==> config.mk <==
export PLATFORM = sky130hd
export DESIGN_NAME = insn_parser
export DESIGN_NICKNAME = d
export VERILOG_FILES = /design/src/rtl/insn_parser_pkg.sv /design/src/rtl/insn_optab.sv /design/src/rtl/insn_modrm_len.sv /design/src/rtl/insn_parser.sv
export SDC_FILE = /design/constraint.sdc
export NUM_CORES = 1
export LEC_CHECK = 0
export BUFFER_PORTS_ARGS = -buffer_cell sky130_fd_sc_hd__buf_2
export CAP_MARGIN = 20
export CORE_UTILIZATION = 40
export CTS_CLUSTER_DIAMETER = 40
export CTS_CLUSTER_SIZE = 16
export DETAILED_ROUTE_END_ITERATION = 10
export GPL_TIMING_DRIVEN = 1
export PLACE_DENSITY = 0.73
export SYNTH_ARGS = -nofsm -noshare
export SYNTH_HDL_FRONTEND = slang
export SYNTH_SLANG_ARGS = --single-unit
==> constraint.sdc <==
create_clock -name clk -period 2.6 [get_ports clk]
set_clock_uncertainty 0.15 [all_clocks]
set_input_delay 0.13 -clock clk [delete_from_list [all_inputs] [get_ports clk]]
set_output_delay 0.13 -clock clk [all_outputs]
set_load 0.02 [all_outputs]
==> src/rtl/insn_parser_pkg.sv <==
package insn_parser_pkg;

    localparam int BYTE_W = 8;
    localparam int OP_W   = 3;

    localparam logic [BYTE_W-1:0] ESC_BYTE = 8'h0F;

    typedef enum logic [OP_W-1:0] {
        OP_ILL    = 3'd0,
        OP_ADD_GE = 3'd1,
        OP_ADD_EG = 3'd2,
        OP_GRP1   = 3'd3,
        OP_NOP    = 3'd4,
        OP_SHLD_I = 3'd5,
        OP_SHLD_C = 3'd6
    } op_tag_e;

    typedef enum logic [2:0] {
        ST_OPC,
        ST_OPC2,
        ST_MODRM,
        ST_DISP,
        ST_IMM,
        ST_EMIT
    } pstate_e;

    typedef struct packed {
        logic    legal;
        logic    has_modrm;
        logic    has_imm;
        logic    grp;
        op_tag_e tag;
    } op_info_t;

endpackage

==> src/rtl/insn_optab.sv <==
module insn_optab
    import insn_parser_pkg::*;
(
    input  logic              second,
    input  logic [BYTE_W-1:0] code,
    output op_info_t          info
);
    always_comb begin
        info = '{legal: 1'b0, has_modrm: 1'b0, has_imm: 1'b0, grp: 1'b0, tag: OP_ILL};
        if (!second) begin
            unique case (code)
                8'h03: info = '{1'b1, 1'b1, 1'b0, 1'b0, OP_ADD_GE};
                8'h01: info = '{1'b1, 1'b1, 1'b0, 1'b0, OP_ADD_EG};
                8'h80: info = '{1'b1, 1'b1, 1'b1, 1'b1, OP_GRP1};
                8'h90: info = '{1'b1, 1'b0, 1'b0, 1'b0, OP_NOP};
                default: ;
            endcase
        end else begin
            unique case (code)
                8'hA4: info = '{1'b1, 1'b1, 1'b1, 1'b0, OP_SHLD_I};
                8'hA5: info = '{1'b1, 1'b1, 1'b0, 1'b0, OP_SHLD_C};
                default: ;
            endcase
        end
    end
endmodule

==> src/rtl/insn_modrm_len.sv <==
module insn_modrm_len #(
    parameter int DISP_BYTES = 4,
    localparam int CNT_W = $clog2(DISP_BYTES + 1)
) (
    input  logic [7:0]       modrm,
    output logic [CNT_W-1:0] disp_cnt,
    output logic             disp_short,
    output logic             unsup
);
    logic [1:0] md;
    logic [2:0] rm;

    assign md = modrm[7:6];
    assign rm = modrm[2:0];

    always_comb begin
        disp_cnt   = '0;
        disp_short = 1'b0;
        unsup      = (md != 2'b11) && (rm == 3'b100);
        unique case (md)
            2'b00: if (rm == 3'b101) disp_cnt = CNT_W'(DISP_BYTES);
            2'b01: begin
                disp_cnt   = CNT_W'(1);
                disp_short = 1'b1;
            end
            2'b10: disp_cnt = CNT_W'(DISP_BYTES);
            default: ;
        endcase
        if (unsup) begin
            disp_cnt   = '0;
            disp_short = 1'b0;
        end
    end
endmodule

==> src/rtl/insn_parser.sv <==
module insn_parser
    import insn_parser_pkg::*;
#(
    parameter int DISP_W = 32,
    localparam int DISP_BYTES = DISP_W / BYTE_W,
    localparam int CNT_W = $clog2(DISP_BYTES + 1),
    localparam int MAX_LEN = 3 + DISP_BYTES + 1,
    localparam int LEN_W = $clog2(MAX_LEN + 1)
) (
    input  logic              clk,
    input  logic              rst,
    input  logic              in_valid,
    input  logic [7:0]        in_byte,
    output logic              in_ready,
    output logic              rec_valid,
    output logic [7:0]        rec_opcode,
    output logic              rec_esc,
    output logic [1:0]        rec_mod,
    output logic [2:0]        rec_reg,
    output logic [2:0]        rec_rm,
    output logic              rec_grp,
    output logic [DISP_W-1:0] rec_disp,
    output logic [7:0]        rec_imm,
    output logic [LEN_W-1:0]  rec_len,
    output logic [2:0]        rec_op,
    output logic              rec_illegal,
    output logic              rec_unsup
);
    pstate_e state_q, state_d;

    logic              take;
    op_info_t          info;
    logic [CNT_W-1:0]  mr_cnt;
    logic              mr_short;
    logic              mr_unsup;

    logic [7:0]        opc_q;
    logic              esc_q;
    logic [1:0]        mod_q;
    logic [2:0]        reg_q;
    logic [2:0]        rm_q;
    logic              grp_q;
    logic              imm_need_q;
    logic [DISP_W-1:0] disp_q;
    logic [7:0]        imm_q;
    logic [LEN_W-1:0]  len_q;
    op_tag_e           tag_q;
    logic              ill_q;
    logic              uns_q;
    logic [CNT_W-1:0]  cnt_q;
    logic [CNT_W-1:0]  idx_q;
    logic              short_q;

    assign in_ready = (state_q != ST_EMIT);
    assign take     = in_valid && in_ready;

    insn_optab u_optab (
        .second (state_q == ST_OPC2),
        .code   (in_byte),
        .info   (info)
    );

    insn_modrm_len #(.DISP_BYTES(DISP_BYTES)) u_modrm (
        .modrm      (in_byte),
        .disp_cnt   (mr_cnt),
        .disp_short (mr_short),
        .unsup      (mr_unsup)
    );

    // State register
    always_ff @(posedge clk) begin
        if (rst) state_q <= ST_OPC;
        else     state_q <= state_d;
    end

    // Next-state logic
    always_comb begin
        state_d = state_q;
        unique case (state_q)
            ST_OPC, ST_OPC2: if (take) begin
                if (state_q == ST_OPC && in_byte == ESC_BYTE) state_d = ST_OPC2;
                else if (!info.legal)                         state_d = ST_EMIT;
                else if (info.has_modrm)                      state_d = ST_MODRM;
                else if (info.has_imm)                        state_d = ST_IMM;
                else                                          state_d = ST_EMIT;
            end
            ST_MODRM: if (take) begin
                if (mr_unsup)                state_d = ST_EMIT;
                else if (mr_cnt != '0)       state_d = ST_DISP;
                else if (imm_need_q)         state_d = ST_IMM;
                else                         state_d = ST_EMIT;
            end
            ST_DISP: if (take && (idx_q + CNT_W'(1) == cnt_q))
                state_d = imm_need_q ? ST_IMM : ST_EMIT;
            ST_IMM:  if (take) state_d = ST_EMIT;
            ST_EMIT: state_d = ST_OPC;
            default: state_d = ST_OPC;
        endcase
    end

    // Record fields
    always_ff @(posedge clk) begin
        if (rst) begin
            opc_q <= '0; esc_q <= 1'b0; mod_q <= '0; reg_q <= '0; rm_q <= '0;
            grp_q <= 1'b0; imm_need_q <= 1'b0; disp_q <= '0; imm_q <= '0;
            len_q <= '0; tag_q <= OP_ILL; ill_q <= 1'b0; uns_q <= 1'b0;
            cnt_q <= '0; idx_q <= '0; short_q <= 1'b0;
        end else if (take) begin
            len_q <= len_q + LEN_W'(1);
            unique case (state_q)
                ST_OPC, ST_OPC2: begin
                    if (state_q == ST_OPC) begin
                        esc_q  <= (in_byte == ESC_BYTE);
                        len_q  <= LEN_W'(1);
                        mod_q  <= '0; reg_q <= '0; rm_q <= '0;
                        disp_q <= '0; imm_q <= '0; uns_q <= 1'b0;
                    end
                    opc_q      <= in_byte;
                    grp_q      <= info.grp;
                    imm_need_q <= info.has_imm;
                    tag_q      <= info.tag;
                    ill_q      <= !info.legal;
                end
                ST_MODRM: begin
                    mod_q   <= in_byte[7:6];
                    reg_q   <= in_byte[5:3];
                    rm_q    <= in_byte[2:0];
                    uns_q   <= mr_unsup;
                    cnt_q   <= mr_cnt;
                    short_q <= mr_short;
                    idx_q   <= '0;
                end
                ST_DISP: begin
                    if (short_q) begin
                        disp_q <= {{(DISP_W-BYTE_W){in_byte[BYTE_W-1]}}, in_byte};
                    end else begin
                        for (int i = 0; i < DISP_BYTES; i++)
                            if (idx_q == CNT_W'(i)) disp_q[i*BYTE_W +: BYTE_W] <= in_byte;
                    end
                    idx_q <= idx_q + CNT_W'(1);
                end
                ST_IMM:  imm_q <= in_byte;
                default: ;
            endcase
        end
    end

    // Outputs
    always_comb begin
        rec_valid   = (state_q == ST_EMIT);
        rec_opcode  = opc_q;
        rec_esc     = esc_q;
        rec_mod     = mod_q;
        rec_reg     = reg_q;
        rec_rm      = rm_q;
        rec_grp     = grp_q;
        rec_disp    = disp_q;
        rec_imm     = imm_q;
        rec_len     = len_q;
        rec_op      = tag_q;
        rec_illegal = ill_q;
        rec_unsup   = uns_q;
    end

    AST_PULSE_ONE: assert property (@(posedge clk) disable iff (rst)
        rec_valid |=> !rec_valid);
    AST_READY_RESUMES: assert property (@(posedge clk) disable iff (rst)
        rec_valid |=> in_ready);
    AST_ILL_LEN: assert property (@(posedge clk) disable iff (rst)
        (rec_valid && rec_illegal) |-> (rec_len == (rec_esc ? LEN_W'(2) : LEN_W'(1))) && (rec_op == 3'd0));
    AST_SHORT_SEXT: assert property (@(posedge clk) disable iff (rst)
        (rec_valid && rec_mod == 2'b01 && !rec_unsup && !rec_illegal)
        |-> (rec_disp[DISP_W-1:BYTE_W] == {(DISP_W-BYTE_W){rec_disp[BYTE_W-1]}}));
    AST_UNSUP_LEN: assert property (@(posedge clk) disable iff (rst)
        (rec_valid && rec_unsup) |-> (rec_len == (rec_esc ? LEN_W'(3) : LEN_W'(2))));
    AST_LEN_BOUND: assert property (@(posedge clk) disable iff (rst)
        rec_valid |-> (rec_len >= LEN_W'(1)) && (rec_len <= LEN_W'(MAX_LEN)));
    AST_GRP_ONLY: assert property (@(posedge clk) disable iff (rst)
        (rec_valid && rec_grp) |-> (rec_op == 3'd3));

endmodule

==> run metrics, run 1 <==
outcome complete, no violations; worst hold path type in -> reg; vias in the first global route around 2800; post-CTS sizing 0; max reg flops 32; later-pin clock latency in the skew report approximately 340 ps; commonest non-fill, non-tap cell in the layout buf_2; worst vdd ir 237 µV; postcts setup bufs 0; Overall Global Routing Usage 19.1%; Setup Total Neg Slack 0 ps; Async SR Flop Fraction 0%; Final ANT Viol Nets 0; CTS tree done; Seq cells post-synth 76; n_diodes 0; EDFF count, synth 0; final hold vios 0; sequential-to-total area share from yosys stat 44.2%; RSZ-0062 raised after global routing false; CP Launch Type register; WS Path Type reg -> reg; Rel. slew slack 55.1%; Initial Util 41.7%; Post-synth top flop dfxtp_1; io pins 80; # hold bufs at CTS 6; die area ~9000 µm²; first-pass GRT wire length 13400 µm; die height 94.7 µm; largest net degree at the start of global routing 38; Clock Root Buffer clkbuf_8; total core area 8260 µm²; Worst-Margin Slew 674 ps; total number of vias 3031; Cells after Synth 399; Peak Freq 472 MHz; Lkg Pwr approximately 1.8 nW; Clock transition at path regs 80 ps; nets@finish 486; CTS sink cnt between 70 and 80; synthesized area 3440 µm²; cell accounting for the most synthesized area dfxtp_1; Worst EP required approximately 2700 ps; hold_ws 30.7 ps; Avg WL per Cell approximately 15 µm; Pre-antenna DRT Iters 5; initial drt markers 276; Max FO, Critical Path 6; H-tree levels 3; Slew Limit Fails 0; input/output buffers 79; post-synthesis cell type count 48; max_cap viols 0; Pwr per Cell Area between 500 and 600 nW/µm²; Total Wirelength 8400 µm; post-layout min period 2120 ps; cells on worst reg2reg path 7; fin crit share 81.5%; Crit. End Element register; share of the synthesized area in the top cell type about 44%; Rows 33; area grow syn2layout 18.8%; most frequent cells in the layout buf_2 (79), dfxtp_1 (76), nor2_1 (65); synth top area cells dfxtp_1 (44%), nor2_1 (7.1%), mux2i_1 (6.4%); Final setup viols 0; Post-Syn Nets 416; Die Span X 94.7 µm; vias per inst ~5.2; largest buffer count on any clock path 2; warning count from the yosys run 0; synthesized area per cell 8.62 µm²; Critical Path AT roughly 2200 ps; layout cells sized above 1 23.8%; initial antenna violation count 0; Final HPWL DP 5790 µm; hold depth 3; Residual DRC 0; Placer Congestion 0.820; global route total overflow 0; TritonCTS Buffers 9
==> worst paths after layout <==
kind | startpoint | endpoint | slack [ps]
setup / recovery | idx_q[0] | state_q[0] | 480
hold / removal | in_byte[6] | rec_opcode[6] | 30
setup reg to reg | idx_q[0] | state_q[0] | 480
hold reg to reg | rec_imm[6] | rec_imm[6] | 300
==> cell usage after synthesis, drive strengths merged, types with 6 or more instances <==
cell type	count
dfxtp	76
nor2	73
nand2	39
a21oi	35
mux2i	22
clkbuf	17
a22oi	16
nand3	15
o21ai	15
buf	13
and2	7
ha	6
inv	6
nand2b	6
==> kinds of logic (layout without fill, tap and decap cells) <==
logic type               count (synthesis)  in the layout  synth area share [%]
AND/OR/NAND/NOR                        168            168                  25.3
flip-flops                              76             76                  44.2
buffers and inverters                   36            111                  5.09
multiplexers                            22             22                  6.40
AO/OA/AOI/OAI                           86             86                  15.6
adder cells (fa/ha/maj)                  6              6                  2.18
XOR/XNOR                                 5              5                  1.27
==> power breakdown <==
| group | leakage, nW | internal (mW) | total (mW) | switching (mW) |
|---|---|---|---|---|
| sequential | 0.615 | 1.19 | 1.21 | 0.0221 |
| combinational | 1.08 | 0.110 | 0.323 | 0.213 |
| clock | 0.0864 | 0.357 | 0.820 | 0.462 |
==> cell type report <==
cell class                 count  area [µm²]
tap                          105         131
fill                         795        4170
inverter                       6        22.5
timing repair buffer          89         485
clock buffer                   9         124
clock inverter                 7        58.8
sequential                    76        1520
multi-input combinational    287        1740
==> through the flow <==
step	worst slack, ps	power [mW]	cell area [µm²]	instances	utilization, %
2_1_floorplan	719	1.48	3440	399	-
3_3_place_gp	594	1.55	3840	557	46.6
3_5_place_dp	486	1.55	3840	557	46.6
4_1_cts	477	2.37	4090	579	49.5
5_1_grt	294	2.47	4090	579	49.5
6_report	481	2.36	4090	579	49.5
==> metal layers <==
| metal | wire length, µm | track usage [%] |
|---|---|---|
| met4 | 68 | 6.94 |
| met3 | 394 | 4.35 |
| met1 | 3810 | 24.3 |
| met5 | 0 | 0 |
| met2 | 4130 | 31.4 |
==> critical path, stage by stage (launching register included) <==
cell and delay (ps):
dfxtp_1 390, ha_1 240, ha_1 310, xnor2_1 140, o31ai_1 370, o211a_1 180
o211ai_1 90, o2111a_1 140
No activity file was read; power rests on OpenSTA's default activity.
==> run 2, diff against run 1 <==
ABC_AREA = 1   (was unset)
clock period = 2.1 ns   (was 2.6 ns; I/O delays follow)
==> run 2 against run 1 <==
Net effect: die area is 2.9% lower; clock power is 34% higher; core utilization up 2.5 points; synthesized cell count increased by 16%; flip-flop and latch count stayed put; register-to-register slack got worse by 220 ps; worst hold slack better by 48 ps; cell area rose by 0.43%; critical path type unchanged; highest routed layer unchanged.
==> run metrics, run 2 <==
outcome complete, no violations; initial drt markers 137 (-50%); Die Span X 93.4 µm (-1.4%); crit-path cells ha_1 -> ha_1 -> xor2_1 -> nand3_1 -> nand2_1 -> nand2_1 -> nor2_1 -> nand2_1 -> a21oi_1; input/output buffers 79 (unchanged); GR Util met1 27.8% (+3.5 points); first-pass GRT wire length 14500 µm (+7.8%); synthesized area 3340 µm² (-2.9%); Async SR Flop Fraction 0% (unchanged); Initial Util 42.4% (+0.69 points); Max FO, Critical Path 5 (-1); CTS sink cnt 76 (unchanged); synth cell count leaders nand2_1 (133), a21oi_1 (78), dfxtp_1 (76), nor2_1 (36), inv_1 (24); fin crit share 87.5% (+6.0 points); Post-Syn Nets 480 (+15%); commonest non-fill, non-tap cell in the layout nand2_1; slack of the critical path 262 ps (-220 ps); post-route insts no fill 655 (+13%); Clock transition at path regs 80 ps (about the same); max reg flops 32 (unchanged); routing usage on met2 35.5% (+4.1 points); Pre-antenna DRT Iters 5 (unchanged); RSZ-0062 raised after global routing false; sequential-to-total area share from yosys stat 45.5% (+1.3 points); layout cells sized above 1 22.1% (-1.8 points); Rows 32 (-3.0%); Setup WS pre-CTS 275 ps (-211 ps); Seq cells post-synth 76 (unchanged); Final HPWL DP 6600 µm (+14%); Residual DRC 0 (unchanged); post-synthesis cell type count 31 (-35%); Total Wirelength 9060 µm (+7.9%); met3 usage 3.58% (-0.77 points); die height 93.4 µm (-1.4%); initial antenna violation count 0 (unchanged); Rel. slew slack 51.9% (-3.2 points); synthesized area per cell 7.22 µm² (-16%); CP Launch Type register; n_diodes 0 (unchanged); Cells after DPL 632 (+13%); vias in the first global route 3038 (+9.3%); Slew Limit Fails 0 (unchanged); most frequent cells in the layout nand2_1 (133), buf_2 (79), a21oi_1 (78); max_cap viols 0 (unchanged); Setup Total Neg Slack 0 ps (unchanged); nets@finish 566 (+16%); Worst EP required 2230 ps (-460 ps); H-tree levels 3 (unchanged); TritonCTS Buffers 9 (unchanged); Peak Freq 544 MHz (+15%); Critical Path AT 1970 ps (-240 ps); slowest stage cell, crit path dfxtp_1; worst vdd ir 361 µV (+52%); Worst-Margin Slew 721 ps (+46.8 ps); warning count from the yosys run 0 (unchanged); Lkg Pwr 1.85 nW (+4.1%); Placer Congestion 0.897 (+9.4%); Post-synth top flop dfxtp_1; CTS tree done; most frequent cell after synthesis nand2_1; total core area 7890 µm² (-4.5%); later-pin clock latency in the skew report 340 ps (about the same); EDFF count, synth 0 (unchanged); cell accounting for the most synthesized area dfxtp_1; final hold vios 0 (unchanged); Overall Global Routing Usage 21.4% (+2.4 points); io pins 80 (unchanged); Pwr per Cell Area 1050 nW/µm² (+82%); Final setup viols 0 (unchanged); WS Path Type reg -> reg; worst hold path type in -> reg; largest net degree at the start of global routing 49 (+29%); Final ANT Viol Nets 0 (unchanged); post-CTS sizing 0 (unchanged); grt peak-use layer met2; largest buffer count on any clock path 2 (unchanged); die area 8720 µm² (-2.9%); Avg WL per Cell 13.8 µm (-4.6%); share of the synthesized area in the top cell type 45.5% (+1.3 points); vias per inst 5.09 (-2.7%); CP peak stage delay 350 ps (-40 ps); Crit. End Element register; synth top area cells dfxtp_1 (46%), nand2_1 (15%), a21oi_1 (12%); total number of vias 3335 (+10%); Cells after Synth 463 (+16%); global route total overflow 0 (unchanged); post-layout min period 1840 ps (-280 ps); Clock Root Buffer clkbuf_8; most used cell, CP nand2_1; area grow syn2layout 22.9%
## run 2: changes by cell type after synthesis, sizes merged, moves of 15 or more
cell	delta
mux2i	-22
a21oi	+43
a22oi	-15
nor2	-33
o21ai	+16
nand2	+96
inv	+30
## run 2: metal layers
layer	vias to the layer above	share of wire (%)	wire [µm]
met4	0	1.8	167
met1	1525	45	4050
met3	12	5.9	536
met2	122	48	4310
li1	1676	-	-
met5	-	0	0
## run 2: per-stage QoR
| step | cell area [µm²] | power, mW | hold WS (ps) | util, % |
|---|---|---|---|---|
| after global placement | 3830 | 3.19 | 258 | 48.6 |
| after detailed placement | 3830 | 3.22 | 271 | 48.6 |
| after CTS | 4110 | 4.32 | 67.0 | 52.0 |
| after global routing | 4110 | 4.58 | 79.9 | 52.0 |
| after floorplan | 3340 | 2.80 | 98.9 | - |
| final | 4110 | 4.31 | 78.3 | 52.0 |
## run 2: cells by family (layout without fill, tap and decap cells)
kind of cell,count (synthesis),in the layout,synth area share [%]
compound gates,115,115,17.8
xor+xnor,3,3,0.787
fa+ha+maj,6,6,2.25
buf+inv,56,146,6.78
flops,76,76,45.5
simple gates,207,207,26.9
## run 2: path summary, 6_finish.rpt
kind                            slack, ps   startpoint  cells past startpoint     endpoint
worst max register to register        260     idx_q[0]                      9   state_q[2]
worst max-delay path                  260     idx_q[0]                      9   state_q[2]
worst min register to register        310  rec_disp[1]                      2  rec_disp[1]
worst min-delay path                   80     in_valid                      4   rec_imm[5]
## run 2: repair_timing
action	CTS	global route
hold endpoints to repair	25	0
buffers inserted	0	0
hold buffers	8	0
## run 2: where the power goes
group	total, mW	internal [mW]	switching [mW]
Combinational	1.44	0.440	1.00
Clock	1.10	0.573	0.524
Sequential	1.77	1.63	0.142
## run 2: layout make-up
type | count | area, µm²
Clock inverter | 4 | 50.0
Sequential cell | 76 | 1520
Timing Repair Buffer | 92 | 526
Fill cell | 782 | 3780
Multi-Input combinational cell | 331 | 1590
Inverter | 39 | 146
Clock buffer | 11 | 141
Tap cell | 102 | 128
## run 2: critical path: cells and delay by family, from the launching register on
| family | cells | cell delay, ps |
|---|---|---|
| XOR/XNOR | 1 | 150 |
| AND/OR/NAND/NOR | 5 | 490 |
| adder cells (fa/ha/maj) | 2 | 530 |
| flip-flops | 1 | 350 |
| AO/OA/AOI/OAI | 1 | 110 |
